$ cat src/rtl/ts_fence_pkg.sv
package ts_fence_pkg;
  typedef enum logic [0:0] {FS_IDLE = 1'b0, FS_WAIT = 1'b1} fence_state_e;
endpackage

$ cat src/rtl/ts_store_tracker.sv
module ts_store_tracker #(
  parameter int unsigned MAX_OUT = 64,
  localparam int unsigned CNT_W = $clog2(MAX_OUT + 1)
) (
  input  logic             clk,
  input  logic             rst_n,
  input  logic             issue,
  input  logic             ack,
  output logic [CNT_W-1:0] count,
  output logic             drained
);
  // Net change of the in-flight count for one cycle.
  function automatic logic [CNT_W-1:0] next_count(logic [CNT_W-1:0] cur, logic inc, logic dec);
    if (inc && !dec) return cur + 1'b1;
    if (dec && !inc) return cur - 1'b1;
    return cur;
  endfunction

  always_ff @(posedge clk) begin
    if (!rst_n) count <= '0;
    else        count <= next_count(count, issue, ack);
  end

  assign drained = (count == '0);
endmodule

$ cat src/rtl/ts_expiry_max.sv
module ts_expiry_max #(
  parameter int unsigned TS_W = 32
) (
  input  logic            clk,
  input  logic            rst_n,
  input  logic            ack,
  input  logic [TS_W-1:0] expiry,
  input  logic            clear,
  output logic [TS_W-1:0] max_q
);
  function automatic logic [TS_W-1:0] ts_max(logic [TS_W-1:0] a, logic [TS_W-1:0] b);
    return (a > b) ? a : b;
  endfunction

  always_ff @(posedge clk) begin
    if (!rst_n)     max_q <= '0;
    else if (clear) max_q <= '0;
    else if (ack)   max_q <= ts_max(max_q, expiry);
  end
endmodule

$ cat src/rtl/ts_fence_ctrl.sv
module ts_fence_ctrl
  import ts_fence_pkg::*;
#(
  parameter int unsigned TS_W = 32
) (
  input  logic            clk,
  input  logic            rst_n,
  input  logic            fence_req,
  input  logic            drained,
  input  logic [TS_W-1:0] global_time,
  input  logic [TS_W-1:0] max_exp,
  output logic            release_evt,
  output logic            fence_busy,
  output logic            fence_done
);
  fence_state_e state_q;
  logic         active;

  // The shared time has passed every expiry recorded so far.
  function automatic logic ts_reached(logic [TS_W-1:0] now, logic [TS_W-1:0] limit);
    return now >= limit;
  endfunction

  assign active      = fence_req || (state_q == FS_WAIT);
  assign release_evt = active && drained && ts_reached(global_time, max_exp);

  always_ff @(posedge clk) begin
    if (!rst_n) begin
      state_q    <= FS_IDLE;
      fence_done <= 1'b0;
    end else begin
      fence_done <= release_evt;
      if (release_evt)  state_q <= FS_IDLE;
      else if (active)  state_q <= FS_WAIT;
    end
  end

  assign fence_busy = (state_q == FS_WAIT);
endmodule

$ cat src/rtl/ts_fence_unit.sv
module ts_fence_unit #(
  parameter int unsigned TS_W    = 32,
  parameter int unsigned MAX_OUT = 64
) (
  input  logic            clk,
  input  logic            rst_n,
  input  logic            st_issue,
  input  logic            st_ack,
  input  logic [TS_W-1:0] st_ack_expiry,
  input  logic [TS_W-1:0] global_time,
  input  logic            fence_req,
  output logic            fence_busy,
  output logic            fence_done
);
  localparam int unsigned CNT_W = $clog2(MAX_OUT + 1);

  logic [CNT_W-1:0] inflight;
  logic             drained;
  logic [TS_W-1:0]  max_exp;
  logic             release_evt;

  ts_store_tracker #(.MAX_OUT(MAX_OUT)) u_track (
    .clk(clk), .rst_n(rst_n), .issue(st_issue), .ack(st_ack),
    .count(inflight), .drained(drained)
  );

  ts_expiry_max #(.TS_W(TS_W)) u_max (
    .clk(clk), .rst_n(rst_n), .ack(st_ack), .expiry(st_ack_expiry),
    .clear(release_evt), .max_q(max_exp)
  );

  ts_fence_ctrl #(.TS_W(TS_W)) u_ctrl (
    .clk(clk), .rst_n(rst_n), .fence_req(fence_req), .drained(drained),
    .global_time(global_time), .max_exp(max_exp), .release_evt(release_evt),
    .fence_busy(fence_busy), .fence_done(fence_done)
  );
endmodule

$ cat config.mk
export PLATFORM = sky130hd
export DESIGN_NAME = ts_fence_unit
export DESIGN_NICKNAME = d
export VERILOG_FILES = /design/src/rtl/ts_fence_pkg.sv /design/src/rtl/ts_store_tracker.sv /design/src/rtl/ts_expiry_max.sv /design/src/rtl/ts_fence_ctrl.sv /design/src/rtl/ts_fence_unit.sv
export SDC_FILE = /design/constraint.sdc
export NUM_CORES = 1
export LEC_CHECK = 0
export BUFFER_PORTS_ARGS = -buffer_cell sky130_fd_sc_hd__buf_2
export CAP_MARGIN = 20
export CORE_MARGIN = 3
export CORE_UTILIZATION = 61
export CTS_CLUSTER_DIAMETER = 50
export DETAILED_ROUTE_END_ITERATION = 10
export GPL_TIMING_DRIVEN = 1
export PLACE_DENSITY = 0.95
export SYNTH_ARGS = -nofsm -noshare
export SYNTH_HDL_FRONTEND = slang
export SYNTH_HIERARCHICAL = 1
export SYNTH_SLANG_ARGS = --single-unit
$ cat constraint.sdc
create_clock -name clk -period 3.9 [get_ports clk]
set_input_delay 0.195 -clock clk [delete_from_list [all_inputs] [get_ports clk]]
set_output_delay 0.195 -clock clk [all_outputs]
set_load 0.1 [all_outputs]
==> results_dict.tcl, run 1 <==
set metrics [dict create \
    worst_setup_path_start_kind "flip-flop" \
    wl_um 8900 \
    fin_nets 645 \
    top_usage_layer "met2" \
    drt_iter0_markers 260 \
    grt_pass1_wl_um 15400 \
    path_cells "inv_1 > ha_1 > or4b_1 > nor3_1 > nand3_2 > o21bai_1 > or2_2 > a31oi_1 > nor2b_1 > buf_4 > a21boi_1" \
    hold_violations 0 \
    dpl.hpwl_um 6910 \
    regToRegSetupSlack_ns 1.08 \
    met2_usage_pct 47.0 \
    cts_buffers 5 \
    syn-cell-area_um2 3630 \
    ios 71 \
    cts.htree.levels 2 \
    max_stage_delay_ns 0.44 \
    grt.total_usage_pct 26.4 \
    mostFrequentLayoutCell "inv_1" \
    drc_errors 0 \
    setup_viol 0 \
    row_count 27 \
    powerDensity_nw_per_um2 292 \
    slowest_stage "or4b_1" \
    grtUsageMet1_pct 30.5 \
    required_ns 4.08 \
    cap_violations 0 \
    io_buffers 70 \
    diodes 0 \
    status "completed" \
    maxSlewViolCount 0 \
    synthXorXnorAreaFrac_pct 0.723 \
    syn-instance-count 444 \
    yosysWarnings 6 \
    syn_nets 582 \
    grt_max_degree 33 \
    cts_resized 0 \
    placed_cells 572 \
    synth_top_family_by_area "compound AO/OA/AOI/OAI gates" \
    skew_ns 0.00252 \
    synth_edf_count 0 \
    drive_above_1_share_pct 18.9 \
    hold_class "primary input to flip-flop" \
    worst-path-max-fanout 32 \
    synth_fa_ha_area_share_pct 23.8 \
    grt_util_met3_pct 4.17 \
    reg2reg_from "u_track/count[0]" \
    fin_cells 580 \
    cts_tree "done" \
    die_area_um2 6920 \
    wl_per_cell_um 15.3 \
    rsz0062_at_grt "no" \
    crit_type "flip-flop to flip-flop" \
    synth.area.mux_share_pct 1.38 \
    tns_ns 0 \
    area_delta_synth_final_pct 12.1 \
    fmax_ghz 0.355 \
    vias_per_cell 6.01 \
    clk_pin_slew_ns 0.08 \
    avgSynthCellArea_um2 8.18 \
    gp_congestion 0.859 \
    end_kind "flip-flop" \
    gr-total-overflow 0 \
    clock_sinks 41 \
    ant_nets 0 \
    antenna_found_initial 0 \
    root_buffer "clkbuf_8" \
    ys.flop_type "dfxtp_1" \
    worst_slew_margin_rel_pct 27.6 \
    cts-hold-fix-buffers 0 \
    async_reset_ff_share_pct 0 \
    drt-pass1-iter-count 5 \
    worstMarginPinSlew_ns 1.09 \
    cts_buffer_depth 2 \
    vias 3485 \
    die_y_um 83.2 \
    post_cts_buffers 0 \
    clk-insertion-delay-late_ns 0.31 \
    fp.dieW_um 83.2 \
    peakVddDrop_mv 0.227 \
    leakagePower_nw 1.94 \
    mostFrequentLayoutCells "inv_1, buf_2, ha_1, nand3_1, dfxtp_1" \
    fin_crit_sh_pct 72.2 \
    hp-start "st_ack_expiry[3]" \
    crit_arrival_ns 3.00 \
    grt_pass1_vias 3551 \
    initial_core_util_pct 64.4 \
    layout_min_cycle_time_ns 2.82 \
    yosys.area_share.simple_pct 17.1 \
    startpoint "u_track/count[0]" \
    design.core.area_um2 5640 \
    ys_ff_latch 41 \
    synth_compound_area_share_pct 24.2 \
    ys_seq_area_share_pct 22.6 \
    ys_types 58 \
]
-- synth_stat cells, drive strengths merged, types with 2 or more instances --
| master | count | area share [%] |
|---|---|---|
| nand3 | 42 | 5.9 |
| a21boi | 34 | 7.6 |
| a2111oi | 2 | 0.65 |
| nor2b | 4 | 0.69 |
| nand4 | 11 | 2.1 |
| xor2 | 2 | 0.48 |
| inv | 71 | 7.3 |
| o31a | 2 | 0.72 |
| mux2i | 5 | 1.4 |
| nor4b | 3 | 0.72 |
| a21o | 3 | 0.62 |
| a21oi | 25 | 3.5 |
| a211oi | 4 | 0.83 |
| ha | 69 | 24 |
| nand2b | 5 | 1.1 |
| clkbuf | 6 | 0.72 |
| dfxtp | 41 | 23 |
| or3 | 2 | 0.48 |
| nor4 | 3 | 0.93 |
| nor2 | 10 | 1.0 |
| nand2 | 17 | 1.8 |
| o21ai | 44 | 6.1 |
| o31ai | 3 | 1.1 |
| nor3 | 4 | 0.83 |
| and3 | 2 | 0.38 |
| buf | 11 | 2.2 |
| o211ai | 2 | 0.41 |
| o21a | 4 | 0.83 |
-- logic make-up after synthesis --
logic type               count (synthesis)
multiplexers                             5
AO/OA/AOI/OAI                          130
flip-flops                              41
adder cells (fa/ha/maj)                 69
AND/OR/NAND/NOR                        108
buffers and inverters                   88
XOR/XNOR                                 3
-- worst paths after layout --
check,end,cells past startpoint
setup reg to reg,u_max/max_q[15],11
hold / removal,u_max/max_q[3],3
hold reg to reg,u_max/max_q[9],2
setup / recovery,u_max/max_q[15],11
-- layer usage --
metal | wire [µm] | part of all wire (%)
met5 | 0 | 0
met2 | 4460 | 50
met4 | 237 | 2.7
met3 | 650 | 7.3
met1 | 3550 | 40
-- worst max-delay path, delay by kind of cell, from the launching register on --
family / cells / cell delay (ns)
buf+inv: 2 / 0.33
flops: 1 / 0.36
simple gates: 5 / 1.29
compound gates: 3 / 0.56
fa+ha+maj: 1 / 0.14
-- flip-flops by register name, indices dropped and copies added, names as in the netlist --
signal             flops
u_ctrl/fence_busy      1
u_max/max_q           32
u_track/count          7
u_ctrl/fence_done      1
-- metrics by stage --
step | area (µm²) | power, W | utilization (%) | hold slack [ns] | setup slack [ns]
floorplan | 3630 | 0.000788 | - | 0.341 | 1.45
global placement | 3990 | 0.000882 | 70.8 | 0.461 | 1.30
detailed placement | 3990 | 0.000911 | 70.8 | 0.470 | 1.12
CTS | 4070 | 0.00119 | 72.2 | 0.147 | 1.09
global route | 4070 | 0.00127 | 72.2 | 0.158 | 0.864
finish | 4070 | 0.00119 | 72.2 | 0.146 | 1.08
-- final cells by class --
cell class	count	area, µm²
inverter	71	267
fill	407	1570
timing repair buffer	73	373
sequential	41	821
clock buffer	8	80.1
multi-input combinational	315	2440
tap	72	90.1
-- power by group --
| group | total, W | switching, W | internal, W | leakage (nW) |
|---|---|---|---|---|
| Combinational | 0.000423 | 0.000244 | 0.000179 | 1.56 |
| Clock | 0.000278 | 0.000150 | 0.000127 | 0.0395 |
| Sequential | 0.000490 | 0.0000327 | 0.000457 | 0.336 |
| Total | 0.00119 | 0.000427 | 0.000763 | 1.94 |
No activity file was read; power rests on OpenSTA's default activity.
==> run 2: changes to the inputs <==
--- a/config.mk
+++ b/config.mk
@@ -8,11 +8,11 @@
 export BUFFER_PORTS_ARGS = -buffer_cell sky130_fd_sc_hd__buf_2
 export CAP_MARGIN = 20
 export CORE_MARGIN = 3
-export CORE_UTILIZATION = 61
+export CORE_UTILIZATION = 56
 export CTS_CLUSTER_DIAMETER = 50
 export DETAILED_ROUTE_END_ITERATION = 10
 export GPL_TIMING_DRIVEN = 1
-export PLACE_DENSITY = 0.95
+export PLACE_DENSITY = 0.9
 export SYNTH_ARGS = -nofsm -noshare
 export SYNTH_HDL_FRONTEND = slang
 export SYNTH_HIERARCHICAL = 1
==> constraint.sdc (replaced) <==
create_clock -name clk -period 2.6 [get_ports clk]
set_input_delay 0.13 -clock clk [delete_from_list [all_inputs] [get_ports clk]]
set_output_delay 0.13 -clock clk [all_outputs]
set_load 0.1 [all_outputs]
==> results_dict.tcl, run 2 (same netlist as run 1, synthesis figures left out) <==
set metrics [dict create \
    hold_violations 0 \
    top_register "u_max/max_q" \
    antenna_found_initial 0 \
    regToRegSetupSlack_ns -0.01 \
    vias 3712 \
    row_count 28 \
    peakVddDrop_mv 0.381 \
    drt_iter0_markers 313 \
    maxSlewViolCount 0 \
    setup_slack_ns -0.0113 \
    powerDensity_nw_per_um2 438 \
    r2r_end "u_max/max_q[23]" \
    crit_type "flip-flop to flip-flop" \
    cap_violations 0 \
    fin_nets 666 \
    cts_buffer_depth 2 \
    total_power_w 0.00191 \
    violations "negative setup slack" \
    ios 71 \
    area_delta_synth_final_pct 19.9 \
    end_kind "flip-flop" \
    grt_pass1_vias 3501 \
    worst_setup_path_start_kind "flip-flop" \
    status "finished with violations" \
    largest_reg_flops 32 \
    cts_tree "done" \
    reg2regPathDepth 11 \
    gp_congestion 0.871 \
    wl_per_cell_um 17.1 \
    cts_buffers 5 \
    crit_path_end "u_max/max_q[23]" \
    skew_ns 0.00452 \
    drive_above_1_share_pct 24.1 \
    tns_ns -0.0197 \
    die_y_um 86.6 \
    startpoint "u_track/count[1]" \
    crit_arrival_ns 2.79 \
    reg2reg_from "u_track/count[1]" \
    required_ns 2.78 \
    grt_pass1_wl_um 15100 \
    drt-pass1-iter-count 6 \
    worstMarginPinSlew_ns 0.785 \
    fillCellCount 433 \
    worst-path-max-fanout 6 \
    initial_core_util_pct 59.6 \
    vias_per_cell 6.16 \
    diodes 0 \
    fin_crit_sh_pct 100 \
    ant_nets 0 \
    reg_top3 "u_max/max_q (32), u_track/count (7)" \
    leakagePower_nw 2.05 \
    cts-hold-fix-buffers 0 \
    io_buffers 70 \
    drc_errors 0 \
    cts.htree.levels 2 \
    clock_sinks 41 \
    mostFrequentLayoutCells "buf_2, inv_1, ha_1, nand3_1, dfxtp_1" \
    layout_min_cycle_time_ns 2.61 \
    setup_viol 2 \
    worst_slew_margin_rel_pct 47.7 \
    wl_um 10300 \
    clk-insertion-delay-late_ns 0.29 \
    fmax_ghz 0.383 \
    grt.total_usage_pct 25.0 \
    root_buffer "clkbuf_8" \
    grt_max_degree 33 \
    postPlaceCellArea_um2 4100 \
    finish.instance_area_um2 4360 \
    max_stage_delay_ns 0.49 \
    hold_class "primary input to flip-flop" \
    die_area_um2 7490 \
    gr-total-overflow 0 \
    path_cells "inv_1 > ha_1 > or4b_4 > nor3_4 > nand3_2 > nor4_2 > o31ai_2 > a31oi_4 > nor2b_4 > buf_2 > a21boi_1" \
    fp.dieW_um 86.6 \
    dpl.hpwl_um 7030 \
    slowest_stage "or4b_4" \
    design.core.area_um2 6100 \
    clk_pin_slew_ns 0.08 \
]
==> run 2: worst min-delay path by stage <==
stage	start	to	slack [ns]	cells after the start
CTS	st_ack_expiry[21]	u_max/max_q[21]	0.09	3
detailed placement	st_ack_expiry[21]	u_max/max_q[21]	0.40	3
global route	st_ack_expiry[8]	u_max/max_q[8]	0.09	3
finish	st_ack_expiry[21]	u_max/max_q[21]	0.09	3
global placement	st_ack_expiry[8]	u_max/max_q[8]	0.40	3
floorplan	rst_n	u_track/count[6]	0.28	2
==> run 2: critical path: cells and delay by family (launching register included) <==
kind                       cells  cell delay, ns
and+or+nand+nor                5            1.28
AOI/OAI and AO/OA              3            0.49
buffers and inverters          2            0.26
DFF                            1            0.31
adders and majority gates      1            0.15
==> run 2: stage by stage <==
stage	hold WS, ns	worst slack (ns)	instances	util [%]
after floorplan	0.276	0.153	444	-
after global placement	0.395	0.0333	589	67.3
after detailed placement	0.401	-0.0659	589	67.3
after CTS	0.0860	0.0272	597	69.0
after global routing	0.0944	-0.0796	603	71.5
final	0.0911	-0.0113	603	71.5
==> run 2: cell type report <==
type	instances	area [µm²]	share of cell area, %
multi-input combinational	317	2570	59.0
clock buffer	7	86.3	1.98
sequential	41	821	18.8
timing repair buffer	92	517	11.9
tap	75	93.8	2.15
inverter	71	267	6.12
==> run 2: what timing repair did <==
item / CTS / global route
setup buffers: 0 / 3
gates resized for setup: 2 / 21
gates cloned: 1 / 3
pin swaps: 1 / 4
setup endpoints to repair: 32 / 32
==> run 2: metal layers <==
layer | global-route usage (%) | up-vias | part of all wire (%) | wire length [µm]
met2 | 45.5 | 218 | 50 | 5200
met1 | 28.3 | 1700 | 36 | 3760
met3 | 4.75 | 53 | 9.3 | 957
met5 | 0 | - | 0 | 0
met4 | 10.6 | 0 | 3.8 | 395
li1 | - | 1741 | - | -
==> run 2: where the power goes <==
group          leakage [nW]  internal [W]  switching, W
clock network        0.0443      0.000211      0.000219
registers             0.336      0.000685     0.0000467
logic                  1.67      0.000325      0.000421
total                  2.05       0.00122      0.000686
